$ cat src/rtl/boot_seq_pkg.sv
package boot_seq_pkg;

  typedef enum logic [1:0] {
    OP_IDLE = 2'd0,
    OP_WR   = 2'd1,
    OP_RD   = 2'd2
  } host_op_e;

  function automatic host_op_e decode_op(input logic vld, input logic wr);
    if (!vld)   return OP_IDLE;
    else if (wr) return OP_WR;
    else        return OP_RD;
  endfunction

endpackage

$ cat src/rtl/boot_timer.sv
module boot_timer #(
  parameter int unsigned BOOT_CYCLES = 1024
) (
  input  logic clk,
  input  logic rst_n,
  output logic done
);
  localparam int unsigned CW = (BOOT_CYCLES > 1) ? $clog2(BOOT_CYCLES) : 1;
  localparam logic [CW-1:0] LAST = CW'(BOOT_CYCLES - 1);

  logic [CW-1:0] cnt;

  always_ff @(posedge clk or negedge rst_n) begin
    if (!rst_n) begin
      cnt  <= '0;
      done <= 1'b0;
    end else if (!done) begin
      if (cnt == LAST) begin
        done <= 1'b1;
      end else begin
        cnt <= cnt + 1'b1;
      end
    end
  end

  // once raised, done holds until reset
  p_done_hold_r1: assert property (@(posedge clk) disable iff (!rst_n)
    done |=> done);

  // done rises only after the count reached its final value
  p_done_at_limit_r1: assert property (@(posedge clk) disable iff (!rst_n)
    $rose(done) |-> $past(cnt) == LAST);

endmodule

$ cat src/rtl/rom_copy_engine.sv
module rom_copy_engine #(
  parameter int unsigned AW = 9,
  parameter int unsigned DW = 24
) (
  input  logic          clk,
  input  logic          rst_n,
  input  logic          enable,
  output logic          rom_en,
  output logic [AW-1:0] rom_addr,
  input  logic [DW-1:0] rom_data,
  output logic          ram_we,
  output logic [AW-1:0] ram_addr,
  output logic [DW-1:0] ram_wdata
);
  localparam int unsigned   DEPTH = 1 << AW;
  localparam logic [AW-1:0] LAST  = AW'(DEPTH - 1);

  logic [AW-1:0] rd_ptr;
  logic          issued_all;

  // read side: one address per cycle until the whole ROM was requested
  assign rom_en   = enable & ~issued_all;
  assign rom_addr = rd_ptr;

  always_ff @(posedge clk or negedge rst_n) begin
    if (!rst_n) begin
      rd_ptr     <= '0;
      issued_all <= 1'b0;
    end else if (rom_en) begin
      rd_ptr <= rd_ptr + 1'b1;
      if (rd_ptr == LAST) issued_all <= 1'b1;
    end
  end

  // write side: trails the read by the ROM latency of one cycle
  always_ff @(posedge clk or negedge rst_n) begin
    if (!rst_n) begin
      ram_we   <= 1'b0;
      ram_addr <= '0;
    end else begin
      ram_we   <= rom_en;
      ram_addr <= rd_ptr;
    end
  end

  assign ram_wdata = rom_data;

  // writes start at address zero
  p_first_addr_r2: assert property (@(posedge clk) disable iff (!rst_n)
    $rose(ram_we) |-> ram_addr == '0);

  // back-to-back writes step the address by one
  p_seq_addr_r3: assert property (@(posedge clk) disable iff (!rst_n)
    ram_we && $past(ram_we) |-> ram_addr == $past(ram_addr) + 1'b1);

  // after the last address, no further write is issued
  p_stop_after_last_r2: assert property (@(posedge clk) disable iff (!rst_n)
    ram_we && ram_addr == LAST |=> !ram_we);

endmodule

$ cat src/rtl/mem_clear_engine.sv
module mem_clear_engine #(
  parameter int unsigned AW = 9,
  parameter int unsigned DW = 26
) (
  input  logic          clk,
  input  logic          rst_n,
  input  logic          enable,
  output logic          clr_we,
  output logic [AW-1:0] clr_addr,
  output logic [DW-1:0] clr_wdata
);
  localparam int unsigned   DEPTH = 1 << AW;
  localparam logic [AW-1:0] LAST  = AW'(DEPTH - 1);

  logic [AW-1:0] ptr;
  logic          swept;
  logic          step;

  assign step = enable & ~swept;

  always_ff @(posedge clk or negedge rst_n) begin
    if (!rst_n) begin
      ptr      <= '0;
      swept    <= 1'b0;
      clr_we   <= 1'b0;
      clr_addr <= '0;
    end else begin
      clr_we   <= step;
      clr_addr <= ptr;
      if (step) begin
        ptr <= ptr + 1'b1;
        if (ptr == LAST) swept <= 1'b1;
      end
    end
  end

  assign clr_wdata = '0;

  // the sweep starts at address zero and climbs by one
  p_clr_first_r4: assert property (@(posedge clk) disable iff (!rst_n)
    $rose(clr_we) |-> clr_addr == '0);

  p_clr_seq_r4: assert property (@(posedge clk) disable iff (!rst_n)
    clr_we && $past(clr_we) |-> clr_addr == $past(clr_addr) + 1'b1);

endmodule

$ cat src/rtl/host_gate.sv
module host_gate
  import boot_seq_pkg::*;
#(
  parameter int unsigned AW = 10,
  parameter int unsigned DW = 26
) (
  input  logic          clk,
  input  logic          rst_n,
  input  logic          busy,
  input  logic          host_valid,
  output logic          host_ready,
  input  logic          host_write,
  input  logic [AW-1:0] host_addr,
  input  logic [DW-1:0] host_wdata,
  output logic          rsp_valid,
  output logic [DW-1:0] rsp_rdata,
  output logic          host_err,
  output logic          fwd_valid,
  input  logic          fwd_ready,
  output logic          fwd_write,
  output logic [AW-1:0] fwd_addr,
  output logic [DW-1:0] fwd_wdata,
  input  logic [DW-1:0] fwd_rdata
);
  host_op_e op;
  logic     take_rd;

  assign op = decode_op(host_valid, host_write);

  // during the window everything is swallowed; afterwards pass-through
  assign fwd_valid  = host_valid & ~busy;
  assign fwd_write  = host_write;
  assign fwd_addr   = host_addr;
  assign fwd_wdata  = host_wdata;
  assign host_ready = busy | fwd_ready;
  assign take_rd    = (op == OP_RD) & host_ready;

  always_ff @(posedge clk or negedge rst_n) begin
    if (!rst_n) begin
      rsp_valid <= 1'b0;
      rsp_rdata <= '0;
      host_err  <= 1'b0;
    end else begin
      rsp_valid <= take_rd;
      if (take_rd) rsp_rdata <= busy ? '0 : fwd_rdata;
      if (busy && op == OP_RD) host_err <= 1'b1;
    end
  end

  // a read during the window gets a zero reply and a raised flag
  p_busy_read_zero_r7: assert property (@(posedge clk) disable iff (!rst_n)
    host_valid && !host_write && busy |=> rsp_valid && rsp_rdata == '0 && host_err);

  // flag is sticky
  p_err_sticky_r7: assert property (@(posedge clk) disable iff (!rst_n)
    host_err |=> host_err);

  // a write during the window is silent
  p_busy_write_silent_r8: assert property (@(posedge clk) disable iff (!rst_n)
    host_valid && host_write && busy && !host_err |=> !rsp_valid && !host_err);

  // an accepted read after the window returns the register data
  p_fwd_read_rsp_r9: assert property (@(posedge clk) disable iff (!rst_n)
    fwd_valid && fwd_ready && !fwd_write |=> rsp_valid && rsp_rdata == $past(fwd_rdata));

endmodule

$ cat src/rtl/mem_boot_seq.sv
module mem_boot_seq #(
  parameter int unsigned BOOT_CYCLES = 1024,
  parameter int unsigned PROG_AW     = 9,
  parameter int unsigned PROG_DW     = 24,
  parameter int unsigned PAR_AW      = 8,
  parameter int unsigned PAR_DW      = 26,
  parameter int unsigned DATA_AW     = 9,
  parameter int unsigned DATA_DW     = 26,
  parameter int unsigned HOST_AW     = 10,
  parameter int unsigned HOST_DW     = 26
) (
  input  logic               clk,
  input  logic               rst_n,
  output logic               boot_done,
  output logic               prog_rom_en,
  output logic [PROG_AW-1:0] prog_rom_addr,
  input  logic [PROG_DW-1:0] prog_rom_data,
  output logic               prog_ram_we,
  output logic [PROG_AW-1:0] prog_ram_addr,
  output logic [PROG_DW-1:0] prog_ram_wdata,
  output logic               par_rom_en,
  output logic [PAR_AW-1:0]  par_rom_addr,
  input  logic [PAR_DW-1:0]  par_rom_data,
  output logic               par_ram_we,
  output logic [PAR_AW-1:0]  par_ram_addr,
  output logic [PAR_DW-1:0]  par_ram_wdata,
  output logic               data_clr_we,
  output logic [DATA_AW-1:0] data_clr_addr,
  output logic [DATA_DW-1:0] data_clr_wdata,
  input  logic               host_valid,
  output logic               host_ready,
  input  logic               host_write,
  input  logic [HOST_AW-1:0] host_addr,
  input  logic [HOST_DW-1:0] host_wdata,
  output logic               rsp_valid,
  output logic [HOST_DW-1:0] rsp_rdata,
  output logic               host_err,
  output logic               fwd_valid,
  input  logic               fwd_ready,
  output logic               fwd_write,
  output logic [HOST_AW-1:0] fwd_addr,
  output logic [HOST_DW-1:0] fwd_wdata,
  input  logic [HOST_DW-1:0] fwd_rdata
);
  // each sweep needs its depth plus one cycle of ROM latency inside the window
  localparam int unsigned PROG_DEPTH = 1 << PROG_AW;
  localparam int unsigned PAR_DEPTH  = 1 << PAR_AW;
  localparam int unsigned DATA_DEPTH = 1 << DATA_AW;

  logic busy;

  boot_timer #(.BOOT_CYCLES(BOOT_CYCLES)) u_timer (
    .clk   (clk),
    .rst_n (rst_n),
    .done  (boot_done)
  );

  assign busy = ~boot_done;

  rom_copy_engine #(.AW(PROG_AW), .DW(PROG_DW)) u_prog_copy (
    .clk       (clk),
    .rst_n     (rst_n),
    .enable    (busy),
    .rom_en    (prog_rom_en),
    .rom_addr  (prog_rom_addr),
    .rom_data  (prog_rom_data),
    .ram_we    (prog_ram_we),
    .ram_addr  (prog_ram_addr),
    .ram_wdata (prog_ram_wdata)
  );

  rom_copy_engine #(.AW(PAR_AW), .DW(PAR_DW)) u_par_copy (
    .clk       (clk),
    .rst_n     (rst_n),
    .enable    (busy),
    .rom_en    (par_rom_en),
    .rom_addr  (par_rom_addr),
    .rom_data  (par_rom_data),
    .ram_we    (par_ram_we),
    .ram_addr  (par_ram_addr),
    .ram_wdata (par_ram_wdata)
  );

  mem_clear_engine #(.AW(DATA_AW), .DW(DATA_DW)) u_data_clr (
    .clk       (clk),
    .rst_n     (rst_n),
    .enable    (busy),
    .clr_we    (data_clr_we),
    .clr_addr  (data_clr_addr),
    .clr_wdata (data_clr_wdata)
  );

  host_gate #(.AW(HOST_AW), .DW(HOST_DW)) u_gate (
    .clk        (clk),
    .rst_n      (rst_n),
    .busy       (busy),
    .host_valid (host_valid),
    .host_ready (host_ready),
    .host_write (host_write),
    .host_addr  (host_addr),
    .host_wdata (host_wdata),
    .rsp_valid  (rsp_valid),
    .rsp_rdata  (rsp_rdata),
    .host_err   (host_err),
    .fwd_valid  (fwd_valid),
    .fwd_ready  (fwd_ready),
    .fwd_write  (fwd_write),
    .fwd_addr   (fwd_addr),
    .fwd_wdata  (fwd_wdata),
    .fwd_rdata  (fwd_rdata)
  );

  // parameter sanity: every sweep must finish inside the window
  initial begin
    if (PROG_DEPTH + 1 > BOOT_CYCLES || PAR_DEPTH + 1 > BOOT_CYCLES ||
        DATA_DEPTH + 1 > BOOT_CYCLES)
      $display("mem_boot_seq: memory depth exceeds boot window");
  end

  // no memory write leaks out after the window closes
  p_no_late_write_r5: assert property (@(posedge clk) disable iff (!rst_n)
    (prog_ram_we || par_ram_we || data_clr_we) |-> !boot_done);

  // nothing reaches the register side during the window
  p_no_fwd_busy_r6: assert property (@(posedge clk) disable iff (!rst_n)
    !boot_done |-> !fwd_valid && host_ready);

endmodule

$ cat config.mk
export PLATFORM = sky130hd
export DESIGN_NAME = mem_boot_seq
export DESIGN_NICKNAME = d
export VERILOG_FILES = /design/src/rtl/boot_seq_pkg.sv /design/src/rtl/boot_timer.sv /design/src/rtl/rom_copy_engine.sv /design/src/rtl/mem_clear_engine.sv /design/src/rtl/host_gate.sv /design/src/rtl/mem_boot_seq.sv
export SDC_FILE = /design/constraint.sdc
export NUM_CORES = 1
export LEC_CHECK = 0
export ABC_AREA = 1
export BUFFER_PORTS_ARGS = -buffer_cell sky130_fd_sc_hd__buf_2
export CAP_MARGIN = 20
export CORE_AREA = 2 2 120 122
export DETAILED_ROUTE_END_ITERATION = 8
export DIE_AREA = 0 0 122 124
export GPL_TIMING_DRIVEN = 0
export PLACE_DENSITY_LB_ADDON = 0.25
export SETUP_SLACK_MARGIN = 0.15
export SLEW_MARGIN = 25
export SYNTH_ARGS = -nofsm -noshare
export SYNTH_HDL_FRONTEND = slang
export SYNTH_SLANG_ARGS = --single-unit
$ cat constraint.sdc
create_clock -name clk -period 3.5 [get_ports clk]
set_input_delay 0.35 -clock clk [delete_from_list [all_inputs] [get_ports clk]]
set_output_delay 0.35 -clock clk [all_outputs]
set_load 0.01 [all_outputs]
==> out/summary.txt <==
Antenna viol nets, final - 0
CTS tree - yes
GRT Overall Usage - 13.5%
Pre-Repair DR Iteration Count - 6
# nets final - 850
TritonCTS Buffers - 9
Htree depth - 3
Congestion Overflow GR - 0
CP startpoint kind - flop
Status - finished clean
R2r setup slk - 2.04 ns
CTS Hold Bufs - 1
Die ar. - 0.0151 sq mm
Multi-input gate area - 0.00139 sq mm
Syn_area_per_cell - 9.84 sq um
Setup-failing EPs final - 0
Post-synthesis cell count - 493
Crit. End Element - output pin
Hold Path Class - input port to flop
Most common cell after layout, fill and taps aside - buf_2
Min Tclk post-route - 1.79 ns
Wirelength per Cell - 11.6 um
Max_cap viols - 0
WL final - 10600 um
Final hold vios - 0
Fill cells - 1300
Share of the yosys chip area belonging to registers - 50.0%
Post-Layout Cell Count - 911
Fmax - 558 MHz
Via count - 3788
Syn-to-layout area delta - 34.2%
Mapped Area - 0.00485 sq mm
Antenna Cells - 0
Final Skew - 0.00627 ns
Cell Pwr Density - 371 mW/mm^2
Area leader, netlist - dfrtp_1
Synth area leaders - dfrtp_1 50%, buf_4 18%, nand2_1 5.9%
Crit Path Class - flop to output pin
Yosys reg bits - 97
Largest net degree at the start of global routing - 51
Worst vdd ir - 199 uV
Clk_lat worst skew - 0.34 ns
Post-synth cell types - 31
Register area - 0.00243 sq mm
Syn. warnings - 0
Starting Density - 35.4%
DR vias/cell - 4.16
Most frequent cells in the layout - 200 x buf_2, 116 x buf_4, 97 x dfrtp_1
Setup slack after layout - 1.71 ns
Via count of the first global-routing pass - 3421
Number of remaining DRC errors - 0
CP required - 3.15 ns
Area share of the largest cell type after synthesis - 50.0%
Worst-path clk slew - 0.07 ns
Clk buf depth - 2
First-pass GRT wire length - 16000 um
# Post-CTS Setup Buffers - 0
IO buf count - 196
Setup_tns - 0 ns
Clk sinks - 97
Share of layout cells above drive strength 1 - 49.5%
Die Y - 124 um
Root Driver - clkbuf_16
Initial antenna violation count - 0
PostCTS Resize Cnt - 0
Core Region - 0.0137 sq mm
Gp weighted congestion - 0.793
Slew Limit Fails - 0
CP Data Arrival Time - 1.44 ns
Placed cells - 895
Starting DRT DRC Count - 141
Row count - 43
Dpl ws - 2.04 ns
Largest fanout on the critical path - 10
Pleak - 3.59 nW
Tcrit/Tclk final - 51.2%
RSZ-0062 raised after global routing - no
Post-DP HPWL - 8300 um
Ports - 309
Die width - 122 um
==> where the power goes <==
group	internal, mW	switching, mW
logic	0.134	0.110
registers	1.12	0.000168
clock network	0.631	0.418
==> critical path, cell delays in order, from the launching register on <==
cell and delay, ns:
dfrtp_1 0.37, buf_6 0.23, buf_2 0.26, nand2_1 0.08
inv_1 0.05, buf_2 0.11
==> registers in the layout, summed over array words and instances (netlist names) <==
name	cells
u_gate.rsp_rdata	26
u_timer.cnt	10
u_data_clr.clr_addr	9
u_data_clr.ptr	9
u_prog_copy.ram_addr	9
u_prog_copy.rom_addr	9
u_par_copy.ram_addr	8
u_par_copy.rom_addr	8
u_data_clr.clr_we	1
u_data_clr.swept	1
u_gate.host_err	1
u_gate.rsp_valid	1
u_par_copy.issued_all	1
u_par_copy.ram_we	1
u_prog_copy.issued_all	1
u_prog_copy.ram_we	1
u_timer.done	1
==> metal layers <==
layer / GRT usage [%] / up-vias / routed length (um)
met1: 16.4 / 1746 / 4200
met4: 5.68 / 0 / 160
met2: 23.0 / 177 / 5360
met5: 0 / - / 0
li1: - / 1854 / -
met3: 3.39 / 11 / 862
==> through the flow <==
step / instance area, sq um / hold slack, ns / power (mW) / utilization [%]
after floorplan: 4950 / 0.0544 / 1.29 / -
after global placement: 6150 / 0.390 / 1.38 / 44.8
after detailed placement: 6190 / 0.316 / 1.39 / 45.1
after CTS: 6510 / 0.238 / 2.45 / 47.5
after global routing: 6510 / 0.257 / 2.53 / 47.5
final: 6510 / 0.250 / 2.41 / 47.5
==> area by class of cell <==
| type | count | share of cell area [%] |
|---|---|---|
| Clock buffer | 10 | 3.52 |
| Inverter | 58 | 3.38 |
| Sequential cell | 97 | 37.3 |
| Multi-Input combinational cell | 241 | 21.4 |
| Tap cell | 180 | 3.46 |
| Clock inverter | 5 | 1.36 |
| Buffer | 122 | 13.9 |
| Timing Repair Buffer | 198 | 15.7 |
==> Yosys cell counts, drive strengths merged <==
| master | n |
|---|---|
| a21oi | 1 |
| buf | 122 |
| conb | 1 |
| dfrtp | 97 |
| ha | 6 |
| inv | 58 |
| nand2 | 84 |
| nand3 | 38 |
| nand3b | 3 |
| nand4 | 6 |
| nor2 | 24 |
| nor3 | 2 |
| o21ai | 28 |
| o21bai | 3 |
| xnor2 | 6 |
| xor2 | 14 |
==> path summary, 6_finish.rpt <==
check / from / endpoint / depth (start not counted)
min: fwd_rdata[0] / u_gate.rsp_rdata[0] / 3
max reg2reg: u_timer.cnt[0] / u_timer.cnt[3] / 8
max: u_timer.done / fwd_valid / 5
min reg2reg: u_data_clr.ptr[3] / u_data_clr.clr_addr[3] / 0
max in group asynchronous: rst_n / u_timer.cnt[8] / 3
min in group asynchronous: rst_n / u_par_copy.ram_addr[3] / 2
==> kinds of logic after synthesis <==
logic type,share of synthesized area [%]
AO/OA/AOI/OAI,3.84
buffers and inverters,23.2
other,0.0773
XOR/XNOR,3.76
adder cells (fa/ha/maj),1.55
AND/OR/NAND/NOR,17.5
flip-flops,50.0
Power figures use the tool's default switching activity.
